===== src/rtl/fpcvt_pkg.sv =====
package fpcvt_pkg;

  typedef enum logic [2:0] {
    RM_NEAR_EVEN = 3'b000,
    RM_ZERO      = 3'b001,
    RM_DOWN      = 3'b010,
    RM_UP        = 3'b011,
    RM_NEAR_MAX  = 3'b100
  } rndMode_e;

  // Strobes handed from control to datapath for one operand
  typedef struct packed {
    logic loadEn;   // capture the converted value into the output register
    logic incHalf;  // add one half of the integer LSB to the guard field
    logic incFull;  // add all-ones to the guard field (round magnitude up)
    logic tieEven;  // clear the result LSB on an exact half
  } cvtStrobe_t;

endpackage


===== src/rtl/fpcvt_ctrl.sv =====
module fpcvt_ctrl
  import fpcvt_pkg::*;
(
  input  logic       clk,
  input  logic       rstN,
  input  logic       inValid,
  input  logic [2:0] rndMode,
  input  logic       signIn,
  output cvtStrobe_t strobe,
  output logic       outValid
);

  logic nearMode;
  logic awayDir;

  // Codes above RM_NEAR_MAX fall back to nearest-even
  always_comb begin
    nearMode = (rndMode == RM_NEAR_EVEN) || (rndMode == RM_NEAR_MAX) ||
               (rndMode > RM_NEAR_MAX);
    awayDir  = ((rndMode == RM_DOWN) && signIn) ||
               ((rndMode == RM_UP) && !signIn);
    strobe.loadEn  = inValid;
    strobe.incHalf = nearMode;
    strobe.incFull = awayDir;
    strobe.tieEven = nearMode && (rndMode != RM_NEAR_MAX);
  end

  always_ff @(posedge clk) begin
    if (!rstN) outValid <= 1'b0;
    else       outValid <= inValid;
  end

endmodule


===== src/rtl/fpcvt_dp.sv =====
module fpcvt_dp
  import fpcvt_pkg::*;
#(
  parameter int EXP_W   = 8,
  parameter int FRAC_W  = 23,
  parameter int INT_W   = 32,
  parameter int GUARD_W = 12
) (
  input  logic                         clk,
  input  logic                         rstN,
  input  cvtStrobe_t                   strobe,
  input  logic [EXP_W+FRAC_W:0]        fpIn,
  output logic [INT_W-1:0]             outInt
);

  localparam int SIG_W      = FRAC_W + 1;
  localparam int WIDE_W     = 2 * INT_W;
  localparam int BIAS       = (1 << (EXP_W - 1)) - 1;
  localparam int ALIGN_BIAS = BIAS + FRAC_W + INT_W - GUARD_W;
  localparam int TOP_BIT    = GUARD_W + INT_W;
  localparam int HALF_INC   = 1 << (GUARD_W - 1);
  localparam logic [INT_W-1:0] MAX_POS = {1'b0, {(INT_W-1){1'b1}}};
  localparam logic [INT_W-1:0] MAX_NEG = {1'b1, {(INT_W-1){1'b0}}};

  logic               sgn;
  logic [EXP_W-1:0]   expF;
  logic [FRAC_W-1:0]  frac;
  logic               isNan;
  int                 shiftInt;
  logic [WIDE_W-1:0]  sigWide;
  logic [WIDE_W-1:0]  lostMask;
  logic [WIDE_W-1:0]  jammed;
  logic [WIDE_W-1:0]  summed;
  logic [GUARD_W-1:0] roundBits;
  logic [GUARD_W-1:0] incVal;
  logic [INT_W-1:0]   mag;
  logic [INT_W-1:0]   signedRes;
  logic [INT_W-1:0]   satVal;
  logic [INT_W-1:0]   nextRes;
  logic               ovfHigh;
  logic               ovfSign;

  assign {sgn, expF, frac} = fpIn;
  assign isNan = (&expF) && (|frac);

  // Align with sticky jamming
  always_comb begin
    sigWide = '0;
    sigWide[INT_W +: SIG_W] = {|expF, frac};
    shiftInt = ALIGN_BIAS - int'(expF);
    lostMask = '0;
    jammed   = sigWide;
    if (shiftInt >= WIDE_W) begin
      jammed = {{(WIDE_W-1){1'b0}}, |sigWide};
    end else if (shiftInt > 0) begin
      lostMask = ~({WIDE_W{1'b1}} << shiftInt);
      jammed   = (sigWide >> shiftInt) |
                 {{(WIDE_W-1){1'b0}}, |(sigWide & lostMask)};
    end
  end

  // Round, negate, saturate
  always_comb begin
    incVal = '0;
    if (strobe.incFull)      incVal = '1;
    else if (strobe.incHalf) incVal = GUARD_W'(HALF_INC);
    roundBits = jammed[GUARD_W-1:0];
    summed    = jammed + WIDE_W'(incVal);
    ovfHigh   = |summed[WIDE_W-1:TOP_BIT];
    mag       = summed[TOP_BIT-1:GUARD_W];
    if (strobe.tieEven && (roundBits == GUARD_W'(HALF_INC))) mag[0] = 1'b0;
    signedRes = sgn ? ((~mag) + INT_W'(1)) : mag;
    ovfSign   = (|signedRes) && (signedRes[INT_W-1] != sgn);
    satVal    = sgn ? MAX_NEG : MAX_POS;
    if (isNan)                 nextRes = MAX_POS;
    else if (ovfHigh || ovfSign) nextRes = satVal;
    else                       nextRes = signedRes;
  end

  always_ff @(posedge clk) begin
    if (!rstN)              outInt <= '0;
    else if (strobe.loadEn) outInt <= nextRes;
  end

endmodule


===== src/rtl/fp32_to_int_cvt.sv =====
module fp32_to_int_cvt
  import fpcvt_pkg::*;
(
  input  logic        clk,
  input  logic        rstN,
  input  logic        inValid,
  input  logic [31:0] fpIn,
  input  logic [2:0]  rndMode,
  output logic        outValid,
  output logic [31:0] outInt
);

  cvtStrobe_t strobe;

  fpcvt_ctrl u_ctrl (
    .clk      (clk),
    .rstN     (rstN),
    .inValid  (inValid),
    .rndMode  (rndMode),
    .signIn   (fpIn[31]),
    .strobe   (strobe),
    .outValid (outValid)
  );

  fpcvt_dp #(
    .EXP_W   (8),
    .FRAC_W  (23),
    .INT_W   (32),
    .GUARD_W (12)
  ) u_dp (
    .clk    (clk),
    .rstN   (rstN),
    .strobe (strobe),
    .fpIn   (fpIn),
    .outInt (outInt)
  );

endmodule


===== config.mk =====
export PLATFORM = sky130hd
export DESIGN_NAME = fp32_to_int_cvt
export DESIGN_NICKNAME = d
export VERILOG_FILES = /design/src/rtl/fpcvt_pkg.sv /design/src/rtl/fpcvt_ctrl.sv /design/src/rtl/fpcvt_dp.sv /design/src/rtl/fp32_to_int_cvt.sv
export SDC_FILE = /design/constraint.sdc
export NUM_CORES = 1
export LEC_CHECK = 0
export ABC_AREA = 1
export BUFFER_PORTS_ARGS = -buffer_cell sky130_fd_sc_hd__buf_4
export CORE_MARGIN = 5
export CORE_UTILIZATION = 33
export CTS_CLUSTER_SIZE = 30
export DETAILED_ROUTE_END_ITERATION = 10
export PLACE_DENSITY = 0.48
export RECOVER_POWER = 100
export SETUP_SLACK_MARGIN = 0.4
export SYNTH_ARGS = -nofsm -noshare
export SYNTH_HDL_FRONTEND = slang
export SYNTH_SLANG_ARGS = --single-unit

===== constraint.sdc =====
create_clock -name clk -period 7.3 [get_ports clk]
set_input_delay 0.73 -clock clk [delete_from_list [all_inputs] [get_ports clk]]
set_output_delay 0.73 -clock clk [all_outputs]
set_load 0.02 [all_outputs]

Word level (Yosys, flattened, before mapping)
Cells that the tools add are included.

operators by class
  equality and inequality tests = 6
  multiplexer cells = 9
  reductions and logical operators = 19
  bitwise gates (word level) = 4
  $lt $le $gt $ge = 3
  shift operators = 2
  add/sub/neg operators = 3

operator list
  cell                      count
  $mux W32                  4
  $mux W64                  2
  $add A64 B12 Y64          1
  $and A56 B64 Y64          1
  $not A64 Y64              1
  $or A64 B1 Y64            1
  $reduce_or A64 Y1         1
  $shl A64 B32 Y64 const A  1
  $shr A56 B32 Y64          1
  $add A32 B1 Y32 const B   1
  $ge A32 B8 Y1 const B     1
  $gt A32 B1 Y1 const B     1
  $not A32 Y32              1
  $reduce_or A32 Y1         1
  $reduce_or A31 Y1         1
  $mux W12                  2
  $reduce_or A23 Y1         1
  $reduce_or A20 Y1         1
  $eq A12 B12 Y1 const B    1
  $sub A8 B8 Y9 const A     1
  $reduce_and A8 Y1         1
  $reduce_or A8 Y1          1
  $eq A3 B2 Y1 const B      2
  $logic_and A1 B1 Y1       6
  8 further kinds           11

word-level totals
  output and inout port bits = 33
  input bits = 38
  register bits = 33
  logic and storage cells = 48

Depth between registers and ports, before layout
  depth after elaboration = 19
  depth in mapped cells = 54
  depth with buffers taken out = 53

Hierarchy
Synthesis repeated with hierarchy kept, for this count alone.

second synthesis, totals
  cell total of the unflattened synthesis = 1633
  area, all modules = 7967.6 um^2

modules (own cells, without submodules)
  module      cells an instance  times used  sequential area each (um^2)  area each (um^2)
  fpcvt_dp    1616               1           640.6                        7862.5
  fpcvt_ctrl  17                 1           20.0                         105.1

Least setup slack after synthesis
Ideal clock, no wire load.

  path kind = in2reg
  from = input fpIn[23]
  to = register u_dp.outInt[0]
  library setup time = 0.112 ns
  slack = 1.288 ns
  stages = 43
  data arrival time = 5.900 ns
  path buffers = 4
  required time = 7.188 ns
  cell sequence = buf_4 -> inv_1 -> clkbuf_1 -> ha_1 -> clkinv_1 -> clkbuf_1 -> nand3_1 -> nand3_1 -> and2_1 -> nand2_1 -> nand2_1 -> nand2_1 -> a21oi_1 -> ha_1 -> a21oi_1 -> inv_1 -> a21oi_1 -> nor3_1 -> [7 not listed] -> nand2_1 -> nor2_1 -> nand3_1 -> nor2_1 -> nand3_1 -> nor2_1 -> nand2_1 -> nor2_1 -> nand2_1 -> nor2_2 -> nand3_2 -> nand2_4 -> nand2_4 -> nand2_4 -> nand2_4 -> buf_6 -> o21ai_2 -> inv_1

on the way
  longest elaborated chain between the ends = 19
  elaborated cells between the ends (all ways) = 29
  classes of those cells = add/sub (3); order compare (2); eq/ne (2); shift (2); mux (6); bitwise (4); reduce/logical (10)

ends and longest elaborated chain
  item                                                                       line                  RTL
  start, declared                                                            fp32_to_int_cvt.sv:7  input logic [31:0] fpIn,
  parallel branches: the longest is 18 deep, another holds $add A64 B12 Y64  --
  $mux W32 *                                                                 fpcvt_dp.sv:75        if (isNan) nextRes = MAX_POS;
  end signal, assigned                                                       fpcvt_dp.sv:82        else if (strobe.loadEn) outInt <= nextRes;
  end, declared                                                              fpcvt_dp.sv:13        output logic [INT_W-1:0] outInt

Mark *: on every way between the ends.
A chain may end at the register's enable or synchronous reset.

Final worst setup path
  from = input fpIn[23]
  to = register u_dp.outInt[26]

Same word-level chain as after synthesis.

==> impl_metrics.py <==
metrics = {
    "outcome": {
        "status": "finished, final reports clean",
    },
    "timing": {
        "fmax_mhz": 152.9,
        "relSlewSlack_pct": 1.022,
        "skew_ns": 0,
        "setup_viol": 0,
        "worst_pin_slew_ns": 1.485,
        "setup_tns_ns": 0,
        "hold_ws_ns": 0.4968,
        "hold_viol_final": 0,
        "fin_crit_ns": 6.542,
        "finalCritPeriodShare_pct": 89.61,
        "rsz0062_at_grt": "no",
        "slew_violations": 0,
    },
    "placement": {
        "dp_cells": 1995,
        "io_buffers": 70,
        "place_hpwl_microns": 27910,
        "gp_congestion": 0.9843,
    },
    "route": {
        "routed_via_density": 5.229,
        "final_antenna_net_count": 0,
        "drc": 0,
        "first_iter_violations": 865,
        "dr_total_vias": 10560,
        "wl_per_cell_microns": 16.95,
        "drt-total-wl_microns": 34230,
        "drt_first_pass_iters": 6,
    },
    "clock_network": {
        "numCtsBuffers": 5,
        "cts_root_buffer": "clkbuf_16",
        "clk_pin_slew_worst_paths_ns": 0.05,
        "cts_tree": "yes",
        "cts_max_level": 2,
        "clock_latency_ns": 0.27,
        "clock_sinks": 33,
        "clockBufferDepth": 2,
    },
    "min_path": {
        "hp-class": "reg2reg",
    },
    "power": {
        "peakVddDrop_mv": 0.08481,
        "p_per_area_mw_per_mm2": 138.6,
        "finalPower_mw": 1.276,
        "p_leak_nw": 4.884,
    },
    "grt": {
        "grt_max_degree": 59,
        "antenna_found_initial": 0,
        "first_global_vias": 9852,
        "grt-ovfl-total": 0,
        "track_usage_pct": 23.28,
        "grt_pass1_wl_microns": 53080,
    },
    "floorplanning": {
        "die_h_microns": 166.3,
        "dieArea_sq_mm": 0.02765,
        "core_area_sq_mm": 0.02418,
        "fp.dieW_microns": 166.3,
        "std_cell_rows": 57,
        "start_util_pct": 33.34,
        "io_pins": 71,
    },
    "critical_path": {
        "critPathSlowestCell": "ha_1",
        "r2r_end": "u_dp.outInt[19]",
        "worstSetupEndpointType": "flop",
        "crit_path_end": "u_dp.outInt[26]",
        "r2r_start": "u_dp.outInt[19]",
        "required_ns": 7.47,
        "crit_top_cell": "nand2_1",
        "worst_setup_path_start_kind": "input pin",
        "critPathMaxFanout": 10,
        "crit_start": "fpIn[23]",
        "critPathArrivalTime_ns": 6.71,
        "crit_type": "in2reg",
        "rr_worst_depth": 4,
        "critical_path.max_stage_delay_ns": 0.28,
        "reg2reg_slack_ns": 6.56,
    },
    "yosys": {
        "synth_top_area_share_pct": 25.52,
        "yosysTopAreaCell": "nand2_1",
        "synthFlopType": "dfxtp_1",
        "ys_types": 52,
        "syn_inst": 1634,
        "ys_seq_area_share_pct": 8.195,
        "synth.area.top_cells": "nand2_1 26%, nand3_1 14%, nor2_1 11%",
        "yosys_warnings": 0,
        "syn_area_sq_mm": 0.008061,
        "synth_fp_nets": 1688,
        "synth_seq_cells": 33,
        "synth-edff-count": 0,
        "async_flop_share_pct": 0,
        "syn_avg_cell_area_sq_um": 4.934,
    },
    "final_layout": {
        "antennaDiodeCount": 0,
        "syn_to_final_growth_pct": 14.20,
        "fill_cells": 2927,
        "seqCellArea_sq_um": 660.6,
        "final_nets": 1749,
        "drive_gt1_share_pct": 13.57,
        "layout_commonest_cell": "nand2_1",
        "most-common-layout-cells": "544 x nand2_1, 226 x nand3_1, 222 x nor2_1",
        "multi_input_area_sq_mm": 0.006511,
        "instances_no_fill": 2019,
    },
    "run": {
        "cap_violations": 0,
    },
}
==> worst min-delay path by stage <==
stage	startpoint	cells past startpoint	endpoint	slack (ns)
after floorplan	u_dp.outInt[31]	2	u_dp.outInt[31]	0.54
after global placement	u_dp.outInt[31]	2	u_dp.outInt[31]	0.47
after CTS	u_dp.outInt[31]	2	u_dp.outInt[31]	0.50
after detailed placement	u_dp.outInt[31]	2	u_dp.outInt[31]	0.49
after global routing	u_dp.outInt[31]	2	u_dp.outInt[31]	0.51
final	u_dp.outInt[31]	2	u_dp.outInt[31]	0.50
==> cell usage after synthesis, types with 4 or more instances <==
cell      number
a21oi_1       39
nor2_1       227
nand3_1      227
o21ai_1       31
dfxtp_1       33
o21a_1         7
buf_4          6
o21ai_2       13
or2_1          5
nand4_1       31
nand2_2       19
nand3_2        7
clkbuf_1      22
buf_6          6
inv_2         24
nor2_4         8
and2_1         5
nor4_1         4
buf_1          8
inv_1        171
nor3_1        12
o21ai_0       69
nand2_4        5
clkinv_1       6
buf_2         18
nand2_1      548
nand3b_1       8
ha_1          16
o211ai_1       7
nor2_2        21
==> flip-flops by register name, indices dropped and copies added, names as in the netlist <==
| name | count |
|---|---|
| u_ctrl.outValid | 1 |
| u_dp.outInt | 32 |
==> cell type report <==
class | count | share of cell area, %
Inverter | 204 | 8.481
Clock buffer | 7 | 1.549
Tap cell | 324 | 4.403
Timing Repair Buffer | 110 | 7.665
Multi-Input combinational cell | 1341 | 70.73
Sequential cell | 33 | 7.176
==> through the flow <==
step                      area [sq um]  util (%)  worst slack [ns]
after floorplan                   8061         -             1.288
final                             9206     38.08            0.7581
after detailed placement          8886     36.75            0.1162
after global routing              9206     38.08            0.2042
after global placement            8886     36.75            0.1552
after CTS                         9032     37.36            0.5296
==> timing repair <==
action | CTS | global route
pin swaps | 0 | 20
setup buffers | 0 | 13
hold buffers | 0 | 0
cloned | 0 | 4
setup endpoints to repair | 4 | 32
gates resized for setup | 1 | 61
==> cells by family (layout without fill, tap and decap cells) <==
kind of cell    count (synthesis)  count (layout)  share of synthesized area, %
simple gates                 1139            1143                         62.52
xor+xnor                        3               3                        0.5588
flops                          33              33                         8.195
fa+ha+maj                      16              16                         2.483
mux                             1               1                        0.1242
compound gates                178             178                         12.65
buf+inv                       264             321                         13.47
==> layer usage <==
metal	wire length, microns	global-route usage, %	vias to the layer above	part of all wire, %
met3	1951	2.642	50	5.7
li1	-	-	5353	-
met2	16130	40.70	341	47
met1	15190	30.76	4813	44
met4	959	5.514	0	2.8
met5	0	0	-	0
==> critical path: cells and delay by family <==
kind | cells | cell delay (ns)
simple gates | 31 | 3.66
compound gates | 6 | 0.97
fa+ha+maj | 3 | 0.72
buf+inv | 6 | 0.60
==> report_power, final <==
part | switching, mW | leakage (nW) | internal [mW] | total [mW]
combinational | 0.610 | 4.54 | 0.256 | 0.866
clock | 0.0720 | 0.0700 | 0.134 | 0.206
sequential | 0.00809 | 0.274 | 0.196 | 0.204
Power figures use the tool's default switching activity.
